==> config.mk <==
export PLATFORM = sky130hd
export DESIGN_NAME = chanmux_cfg_slave
export DESIGN_NICKNAME = d
export VERILOG_FILES = /design/src/rtl/cms_pkg.sv /design/src/rtl/twi_line_sync.sv /design/src/rtl/twi_cfg_reg.sv /design/src/rtl/twi_slave_fsm.sv /design/src/rtl/chanmux_cfg_slave.sv
export SDC_FILE = /design/constraint.sdc
export NUM_CORES = 1
export LEC_CHECK = 0
export ABC_AREA = 0
export BUFFER_PORTS_ARGS = -buffer_cell sky130_fd_sc_hd__buf_4
export CORE_MARGIN = 2
export CORE_UTILIZATION = 50
export DETAILED_ROUTE_END_ITERATION = 12
export GPL_ROUTABILITY_DRIVEN = 0
export GPL_TIMING_DRIVEN = 0
export HOLD_SLACK_MARGIN = 0.12
export PLACE_DENSITY = 0.76
export SKIP_CTS_REPAIR_TIMING = 1
export SLEW_MARGIN = 0
export SYNTH_ARGS = -nofsm -noshare
export SYNTH_HDL_FRONTEND = slang
export SYNTH_HIERARCHICAL = 1
export SYNTH_SLANG_ARGS = --single-unit
==> constraint.sdc <==
create_clock -name clk -period 2.46 [get_ports clk]
set_input_delay 0 -clock clk [delete_from_list [all_inputs] [get_ports clk]]
set_output_delay 0 -clock clk [all_outputs]
set_load 0.02 [all_outputs]
==> src/rtl/cms_pkg.sv <==
package cms_pkg;

    localparam int BYTE_W = 8;
    localparam int CNT_W  = $clog2(BYTE_W + 1);

    typedef enum logic [2:0] {
        ST_IDLE,
        ST_ADDR,
        ST_AACK,
        ST_WR,
        ST_WACK,
        ST_RD,
        ST_RACK,
        ST_IGN
    } bus_st_e;

    typedef struct packed {
        bus_st_e             st;
        logic [CNT_W-1:0]    cnt;
        logic [BYTE_W-1:0]   sh;
        logic                pull;
        logic                pend_v;
        logic [BYTE_W-1:0]   pend;
    } fsm_s;

endpackage

==> src/rtl/twi_line_sync.sv <==
module twi_line_sync #(
    parameter int STAGES = 2
) (
    input  logic clk,
    input  logic rst_n,
    input  logic line_i,
    output logic lvl_o,
    output logic rise_o,
    output logic fall_o
);
    localparam int W = STAGES + 1;

    logic [W-1:0] sr_d, sr_q;

    always_comb begin
        sr_d = {sr_q[W-2:0], line_i};
    end

    always_ff @(posedge clk or negedge rst_n) begin
        if (!rst_n) sr_q <= '1;
        else        sr_q <= sr_d;
    end

    assign lvl_o  = sr_q[STAGES-1];
    assign rise_o = sr_q[STAGES-1] & ~sr_q[STAGES];
    assign fall_o = ~sr_q[STAGES-1] & sr_q[STAGES];
endmodule

==> src/rtl/twi_cfg_reg.sv <==
module twi_cfg_reg #(
    parameter int NUM_CH  = 4,
    parameter int DIR_BIT = 7
) (
    input  logic                      clk,
    input  logic                      rst_n,
    input  logic                      commit_i,
    input  logic [cms_pkg::BYTE_W-1:0] wdata_i,
    output logic [cms_pkg::BYTE_W-1:0] rd_val_o,
    output logic [NUM_CH-1:0]         chan_en_o,
    output logic                      clk_dir_o
);
    logic [NUM_CH-1:0] ch_d, ch_q;
    logic              dir_d, dir_q;

    always_comb begin
        ch_d  = ch_q;
        dir_d = dir_q;
        if (commit_i) begin
            ch_d  = wdata_i[NUM_CH-1:0];
            dir_d = wdata_i[DIR_BIT];
        end
    end

    always_ff @(posedge clk or negedge rst_n) begin
        if (!rst_n) begin
            ch_q  <= '0;
            dir_q <= 1'b0;
        end else begin
            ch_q  <= ch_d;
            dir_q <= dir_d;
        end
    end

    always_comb begin
        rd_val_o                = '0;
        rd_val_o[NUM_CH-1:0]    = ch_q;
        rd_val_o[DIR_BIT]       = dir_q;
    end

    assign chan_en_o = ch_q;
    assign clk_dir_o = dir_q;
endmodule

==> src/rtl/twi_slave_fsm.sv <==
module twi_slave_fsm #(
    parameter int         HI_W    = 4,
    parameter logic [3:0] ADDR_HI = 4'b1110,
    parameter int         DIR_BIT = 7
) (
    input  logic                       clk,
    input  logic                       rst_n,
    input  logic                       start_i,
    input  logic                       stop_i,
    input  logic                       scl_rise_i,
    input  logic                       scl_fall_i,
    input  logic                       sda_lvl_i,
    input  logic [6-HI_W:0]            strap_i,
    input  logic [cms_pkg::BYTE_W-1:0] rd_val_i,
    output logic                       pull_o,
    output logic                       commit_o,
    output logic [cms_pkg::BYTE_W-1:0] wdata_o,
    output logic                       pend_v_o,
    output logic                       ignoring_o
);
    import cms_pkg::*;

    localparam logic [CNT_W-1:0] LAST = CNT_W'(BYTE_W);
    localparam fsm_s FSM_RST = '{st: ST_IDLE, cnt: '0, sh: '0,
                                 pull: 1'b0, pend_v: 1'b0, pend: '0};

    fsm_s q, d;
    logic addr_hit;

    assign addr_hit = (q.sh[BYTE_W-1:1] == {ADDR_HI[HI_W-1:0], strap_i});

    always_comb begin
        d        = q;
        commit_o = 1'b0;
        if (start_i) begin
            d.st     = ST_ADDR;
            d.cnt    = '0;
            d.pull   = 1'b0;
            d.pend_v = 1'b0;
        end else if (stop_i) begin
            commit_o = q.pend_v;
            d.st     = ST_IDLE;
            d.pull   = 1'b0;
            d.pend_v = 1'b0;
        end else begin
            case (q.st)
                ST_ADDR: begin
                    if (scl_rise_i) begin
                        d.sh  = {q.sh[BYTE_W-2:0], sda_lvl_i};
                        d.cnt = q.cnt + 1'b1;
                    end else if (scl_fall_i && q.cnt == LAST) begin
                        if (addr_hit) begin
                            d.pull = 1'b1;
                            d.st   = ST_AACK;
                        end else begin
                            d.st   = ST_IGN;
                        end
                    end
                end
                ST_AACK: begin
                    if (scl_fall_i) begin
                        d.cnt = '0;
                        if (q.sh[0]) begin
                            d.sh   = rd_val_i;
                            d.pull = ~rd_val_i[BYTE_W-1];
                            d.st   = ST_RD;
                        end else begin
                            d.pull = 1'b0;
                            d.st   = ST_WR;
                        end
                    end
                end
                ST_WR: begin
                    if (scl_rise_i) begin
                        d.sh  = {q.sh[BYTE_W-2:0], sda_lvl_i};
                        d.cnt = q.cnt + 1'b1;
                    end else if (scl_fall_i && q.cnt == LAST) begin
                        d.pull   = 1'b1;
                        d.pend   = q.sh;
                        d.pend_v = 1'b1;
                        d.st     = ST_WACK;
                    end
                end
                ST_WACK: begin
                    if (scl_fall_i) begin
                        d.pull = 1'b0;
                        d.st   = ST_IGN;
                    end
                end
                ST_RD: begin
                    if (scl_rise_i) begin
                        d.cnt = q.cnt + 1'b1;
                    end else if (scl_fall_i) begin
                        if (q.cnt == LAST) begin
                            d.pull = 1'b0;
                            d.st   = ST_RACK;
                        end else begin
                            d.sh   = q.sh << 1;
                            d.pull = ~q.sh[BYTE_W-2];
                        end
                    end
                end
                ST_RACK: begin
                    if (scl_rise_i) d.st = ST_IGN;
                end
                default: ;
            endcase
        end
    end

    always_ff @(posedge clk or negedge rst_n) begin
        if (!rst_n) q <= FSM_RST;
        else        q <= d;
    end

    assign pull_o     = q.pull;
    assign wdata_o    = q.pend;
    assign pend_v_o   = q.pend_v;
    assign ignoring_o = (q.st == ST_IGN);
endmodule

==> src/rtl/chanmux_cfg_slave.sv <==
module chanmux_cfg_slave #(
    parameter int         NUM_CH      = 4,
    parameter int         SYNC_STAGES = 2,
    parameter int         HI_W        = 4,
    parameter logic [3:0] ADDR_HI     = 4'b1110,
    parameter int         DIR_BIT     = 7
) (
    input  logic              clk,
    input  logic              rst_n,
    input  logic              scl_i,
    input  logic              sda_i,
    input  logic [6-HI_W:0]   strap_i,
    output logic              sda_pull_o,
    output logic [NUM_CH-1:0] chan_en_o,
    output logic              clk_dir_o
);
    import cms_pkg::*;

    localparam int NLINES = 2;

    logic [NLINES-1:0] raw, lvl, rise, fall;
    logic              scl_lvl, start_det, stop_det;
    logic              commit, pend_valid, ignoring;
    logic [BYTE_W-1:0] wdata, rd_val;

    assign raw = {sda_i, scl_i};

    for (genvar i = 0; i < NLINES; i++) begin : g_sync
        twi_line_sync #(.STAGES(SYNC_STAGES)) u_sync (
            .clk    (clk),
            .rst_n  (rst_n),
            .line_i (raw[i]),
            .lvl_o  (lvl[i]),
            .rise_o (rise[i]),
            .fall_o (fall[i])
        );
    end

    assign scl_lvl   = lvl[0];
    assign start_det = fall[1] & lvl[0];
    assign stop_det  = rise[1] & lvl[0];

    twi_slave_fsm #(.HI_W(HI_W), .ADDR_HI(ADDR_HI), .DIR_BIT(DIR_BIT)) u_fsm (
        .clk        (clk),
        .rst_n      (rst_n),
        .start_i    (start_det),
        .stop_i     (stop_det),
        .scl_rise_i (rise[0]),
        .scl_fall_i (fall[0]),
        .sda_lvl_i  (lvl[1]),
        .strap_i    (strap_i),
        .rd_val_i   (rd_val),
        .pull_o     (sda_pull_o),
        .commit_o   (commit),
        .wdata_o    (wdata),
        .pend_v_o   (pend_valid),
        .ignoring_o (ignoring)
    );

    twi_cfg_reg #(.NUM_CH(NUM_CH), .DIR_BIT(DIR_BIT)) u_reg (
        .clk       (clk),
        .rst_n     (rst_n),
        .commit_i  (commit),
        .wdata_i   (wdata),
        .rd_val_o  (rd_val),
        .chan_en_o (chan_en_o),
        .clk_dir_o (clk_dir_o)
    );
endmodule

==> results of run 1 <==
## layer usage
layer / vias up / global-route usage, % / share of wire (%)
met1: 703 / 26.3 / 46
li1: 755 / - / -
met3: 2 / 4.50 / 5.3
met4: 0 / 8.67 / 1.1
met2: 53 / 30.0 / 48
met5: - / 0 / 0
## layout make-up
cell class,instances,area (um^2)
fill,317,1610
clock buffer,5,68.8
timing repair buffer,15,120
sequential,33,833
inverter,6,22.5
multi-input combinational,145,1010
tap,50,62.6
buffer,24,171
clock inverter,3,46.3
## flip-flops by register name, summed over array words and instances (netlist names)
| signal | cells |
|---|---|
| g_sync.u_sync/sr_q | 6 |
| u_fsm/pend_v_o | 1 |
| u_fsm/pull_o | 1 |
| u_fsm/q | 15 |
| u_fsm/wdata_o | 5 |
| u_reg/chan_en_o | 4 |
| u_reg/clk_dir_o | 1 |
## cells in the final DEF (no fill, tap or decap), types with 2 or more instances in the layout
cell type and n:
nor2_1 12, conb_1 3, buf_4 25, a31oi_1 3
mux2_4 6, xor2_1 4, mux2_2 10, o2bb2ai_1 3
nand3_1 5, dlygate4sd3_1 3, dfstp_2 6, a21oi_1 5
a32oi_1 2, nand4b_1 3, and2b_1 2, o22ai_1 2
clkbuf_1 5, nor2b_1 4, dfrtp_1 27, buf_2 2
a21o_1 2, nand3b_1 2, a21boi_0 2, buf_6 4
ha_1 4, mux2i_1 3, inv_1 6, and2b_2 2
nand2_1 28, o21ai_0 15, clkbuf_8 5
## per-stage QoR
| stage | cell area, um^2 | cells |
|---|---|---|
| after CTS | 2300 | 278 |
| after global routing | 2330 | 281 |
| final | 2330 | 281 |
| after floorplan | 2030 | 208 |
| after detailed placement | 2180 | 270 |
| after global placement | 2180 | 270 |
## worst min-delay path by stage
stage | to | from
2_1_floorplan | u_fsm/pend_v_o$_DFFE_PN0P_ | rst_n
3_3_place_gp | u_reg/chan_en_o[3]$_DFFE_PN0P_ | rst_n
3_5_place_dp | u_reg/chan_en_o[3]$_DFFE_PN0P_ | rst_n
4_1_cts | u_reg/chan_en_o[3]$_DFFE_PN0P_ | rst_n
5_1_grt | u_reg/chan_en_o[3]$_DFFE_PN0P_ | rst_n
6_report | u_reg/chan_en_o[3]$_DFFE_PN0P_ | rst_n
## power groups by stage
stage	logic (uW)	registers, uW	clock network [uW]
after floorplan	600	723	0
after global placement	726	745	0
after detailed placement	740	746	0
after CTS	744	738	526
after global routing	848	756	552
final	756	738	507
## worst register-to-register path: cells and delay by family (launching register included)
family | cells | cell delay, ns
AO/OA/AOI/OAI | 2 | 0.44
multiplexers | 1 | 0.29
AND/OR/NAND/NOR | 3 | 0.60
flip-flops | 1 | 0.55
buffers and inverters | 2 | 0.32
==> out/results.tsv, run 1 <==
metric	value	unit
status	finished, final reports clean	
skew	0.00767	ns
synth_warnings	6	
start_util	51.3	%
fmax	433	MHz
finalPower	2000	uW
diodes	0	
final_hold_viol_count	0	
min_period	2.31	ns
clock_path_buffers	2	
fin_hold_ws	0.193	ns
drtIter0Drc	85	
path_class	reg2reg	
cp_max_fo	8	
layout-drive-gt1-share	29.4	%
antenna_found_initial	0	
place_ws	0.00619	ns
grt_setup_unrepaired	no	
max-vdd-ir-drop	0.000533	V
slowest_stage	dfstp_2	
slew_headroom	61.8	%
reg2regPathDepth	8	
drc	0	
syn-cell-area	0.00202	mm^2
period_share	93.8	%
final_util	59.2	%
p_sw	701	uW
grt_max_degree	34	
cp.arrival	2.48	ns
startpoint_type	flip-flop	
tightest_slew	0.568	ns
worstHoldPathType	in2async	
cts_buffers	5	
slew_viol_final	0	
crit_chain	and2b_2 -> and2_4 -> or2_0 -> buf_2 -> a211o_1 -> a21o_1 -> buf_6 -> mux2_4	
sw_frac_of_total	35.0	%
crit_end	u_fsm/q[16]$_DFFE_PN0P_	
p_per_area	858	mW/mm^2
ios	13	
seq_power_share	36.9	%
path_depth	8	
cap_viol_max_count	0	
pwr-share-clk	25.3	%
synthCells	206	
intPower	1300	uW
setup_viol	0	
viasPerCell	5.38	
cts_root_buf	clkbuf_8	
fp.dieW	67.6	um
power.leakage	0.00110	uW
first_pass_iters	4	
cts_tree	yes	
clock_latency	0.28	ns
worstSetupEndpointType	flip-flop	
cp_num_buf_inv	2	
grt_pass1_vias	1410	
critPathTopFamily	simple AND/OR/NAND/NOR gates	
fin_nets	241	
vias	1513	
combPwrFrac	37.8	%
fin_ws	0.152	ns
dp_hpwl	2730	um
grt_use_total	19.6	%
io_buffers	12	
r2r_slack	0.15	ns
antenna_left	0	
r2r-start	g_sync[1].u_sync/sr_q[1]$_DFF_PN1_	
rows	23	
finalSetupTns	0	ns
die_h	67.6	um
die_area	0.00457	mm^2
crit_path_start	g_sync[1].u_sync/sr_q[1]$_DFF_PN1_	
avgSynthCellArea	9.83	um^2
r2r-end	u_fsm/q[16]$_DFFE_PN0P_	
wl	3840	um
post_drt_wl_per_cell	13.7	um
clkSlewWorstSetupHoldPaths	0.07	ns
grt_pass1_wl	6670	um
gr-total-overflow	0	
crit_required	2.63	ns
htreeDepth	2	
area_delta_synth_final	15.2	%
cts.sinks	33	
core_area	0.00394	mm^2
slowest_delay	0.55	ns
Note: power is estimated with default switching activity, not from simulation.
==> inputs of run 2 (changes only) <==
--- a/config.mk
+++ b/config.mk
@@ -6,16 +6,15 @@
 export NUM_CORES = 1
 export LEC_CHECK = 0
 export ABC_AREA = 0
-export BUFFER_PORTS_ARGS = -buffer_cell sky130_fd_sc_hd__buf_4
 export CORE_MARGIN = 2
 export CORE_UTILIZATION = 50
 export DETAILED_ROUTE_END_ITERATION = 12
+export DONT_BUFFER_PORTS = 1
 export GPL_ROUTABILITY_DRIVEN = 0
 export GPL_TIMING_DRIVEN = 0
 export HOLD_SLACK_MARGIN = 0.12
-export PLACE_DENSITY = 0.76
+export PLACE_DENSITY = 0.74
 export SKIP_CTS_REPAIR_TIMING = 1
-export SLEW_MARGIN = 0
 export SYNTH_ARGS = -nofsm -noshare
 export SYNTH_HDL_FRONTEND = slang
 export SYNTH_HIERARCHICAL = 1
==> out/results.tsv, run 2 (synthesis gave the netlist of run 1 again) <==
metric	value	unit	change
power.leakage	0.00104	uW	was 0.00110 uW
tightest_slew	0.589	ns	was 0.568 ns
die_h	67.6	um	unchanged
post_drt_wl_per_cell	14.6	um	was 13.7 um
io_buffers	0		was 12
crit_chain	and2b_2 -> and2_4 -> or2_0 -> buf_4 -> a211o_1 -> a21o_1 -> buf_6 -> mux2_4		was and2b_2 -> and2_4 -> or2_0 -> buf_2 -> a211o_1 -> a21o_1 -> buf_6 -> mux2_4
cts_tree	yes		unchanged
p_per_area	848	mW/mm^2	was 858 mW/mm^2
fin_hold_ws	0.180	ns	was 0.193 ns
slowest_stage	dfstp_2		unchanged
cts_buffers	5		unchanged
grt_pass1_wl	6350	um	was 6670 um
mostFrequentLayoutCell	nand2_1		unchanged
drc	0		unchanged
viasPerCell	5.48		was 5.38
ios	13		unchanged
antenna_left	0		unchanged
status	finished, final reports clean		unchanged
die_area	0.00457	mm^2	unchanged
setup_viol	0		unchanged
cts_root_buf	clkbuf_8		unchanged
max-vdd-ir-drop	0.000561	V	was 0.000533 V
dpl_cell_area	0.00209	mm^2	was 0.00218 mm^2
cap_viol_max_count	0		unchanged
core_area	0.00394	mm^2	unchanged
drtIter0Drc	91		was 85
num-fill-cells	332		was 317
htreeDepth	2		unchanged
layout-drive-gt1-share	25.9	%	was 29.4%
cp_max_fo	8		unchanged
diodes	0		unchanged
fp.dieW	67.6	um	unchanged
worstHoldPathType	in2async		unchanged
crit_required	2.63	ns	about the same
r2r-start	g_sync[1].u_sync/sr_q[1]$_DFF_PN1_		unchanged
slew_viol_final	0		unchanged
grt_use_total	19.0	%	was 19.6%
gr-total-overflow	0		unchanged
fmax	417	MHz	was 433 MHz
dp_hpwl	2750	um	was 2730 um
wl	3930	um	was 3840 um
largest_register_ffs	15		unchanged
clock_path_buffers	2		unchanged
mostFrequentLayoutCells	28 x nand2_1, 27 x dfrtp_1, 15 x o21ai_0		was 28 x nand2_1, 27 x dfrtp_1, 25 x buf_4
first_pass_iters	4		unchanged
cp_num_buf_inv	2		unchanged
grt_max_degree	34		unchanged
clock_latency	0.29	ns	was 0.28 ns
grt_pass1_vias	1401		was 1,410
seqCellArea	833	um^2	unchanged
start_util	51.3	%	unchanged
clkSlewWorstSetupHoldPaths	0.08	ns	was 0.07 ns
cts.sinks	33		unchanged
skew	0.00726	ns	was 0.00767 ns
startpoint_type	flip-flop		unchanged
vias	1479		was 1,513
fin_area	0.00224	mm^2	was 0.00233 mm^2
final_hold_viol_count	0		unchanged
min_period	2.40	ns	was 2.31 ns
fin_nets	230		was 241
critPathTopFamily	simple AND/OR/NAND/NOR gates		unchanged
slew_headroom	60.4	%	was 61.8%
period_share	97.6	%	was 93.8%
antenna_found_initial	0		unchanged
area_delta_synth_final	10.4	%	was 15.2%
crit_path_start	g_sync[1].u_sync/sr_q[1]$_DFF_PN1_		unchanged
slowest_delay	0.56	ns	was 0.55 ns
regMostFlops	u_fsm/q		unchanged
path_class	reg2reg		unchanged
rows	23		unchanged
worstSetupEndpointType	flip-flop		unchanged
cp.arrival	2.57	ns	was 2.48 ns
multi_input_area	0.00101	mm^2	unchanged
==> run 2: worst paths after layout <==
check	depth (start not counted)	slack, ns	endpoint
hold reg to reg	0	0.35	g_sync[1].u_sync/sr_q[1]$_DFF_PN1_
setup reg to reg	8	0.06	u_fsm/q[12]$_DFFE_PN0P_
setup / recovery	8	0.06	u_fsm/q[12]$_DFFE_PN0P_
min in group clk	5	0.24	u_fsm/q[24]$_DFFE_PN0P_
hold / removal	2	0.18	u_fsm/q[23]$_DFFE_PN0P_
max in group asynchronous	2	2.04	g_sync[1].u_sync/sr_q[0]$_DFF_PN1_
==> run 2: routing by layer <==
| layer | track usage, % | vias up | share of wire (%) |
|---|---|---|---|
| met5 | 0 | - | 0 |
| met1 | 24.0 | 711 | 46 |
| met3 | 5.33 | 7 | 3.8 |
| met2 | 30.0 | 33 | 49 |
| li1 | - | 728 | - |
| met4 | 8.67 | 0 | 1.2 |
==> run 2: final cells by class <==
type	instances	area share, %
multi-input cells	145	45.0
well taps	50	2.80
clock inverters	3	0.783
plain buffers	24	7.78
repair buffers	4	2.24
clock buffers	5	3.08
flip-flops and latches	33	37.3
inverters	6	1.01
==> run 2: where the power goes <==
group / leakage, uW / total, uW / internal [uW] / switching (uW)
clock: 0.0000439 / 404 / 195 / 209
combinational: 0.000570 / 747 / 344 / 402
sequential: 0.000427 / 746 / 648 / 98.7
total: 0.00104 / 1900 / 1190 / 710
==> run 2: through the flow <==
step / power (uW) / utilization, % / cells / setup TNS, ns / setup WS (ns)
floorplan: 1320 / - / 208 / 0 / 0.208
CTS: 1880 / 55.3 / 266 / -0.0179 / -0.00545
global placement: 1450 / 53.1 / 258 / 0 / 0.0361
finish: 1900 / 56.7 / 270 / 0 / 0.0596
global route: 2030 / 56.7 / 270 / -0.0149 / -0.00632
detailed placement: 1470 / 53.1 / 258 / 0 / 0.0139
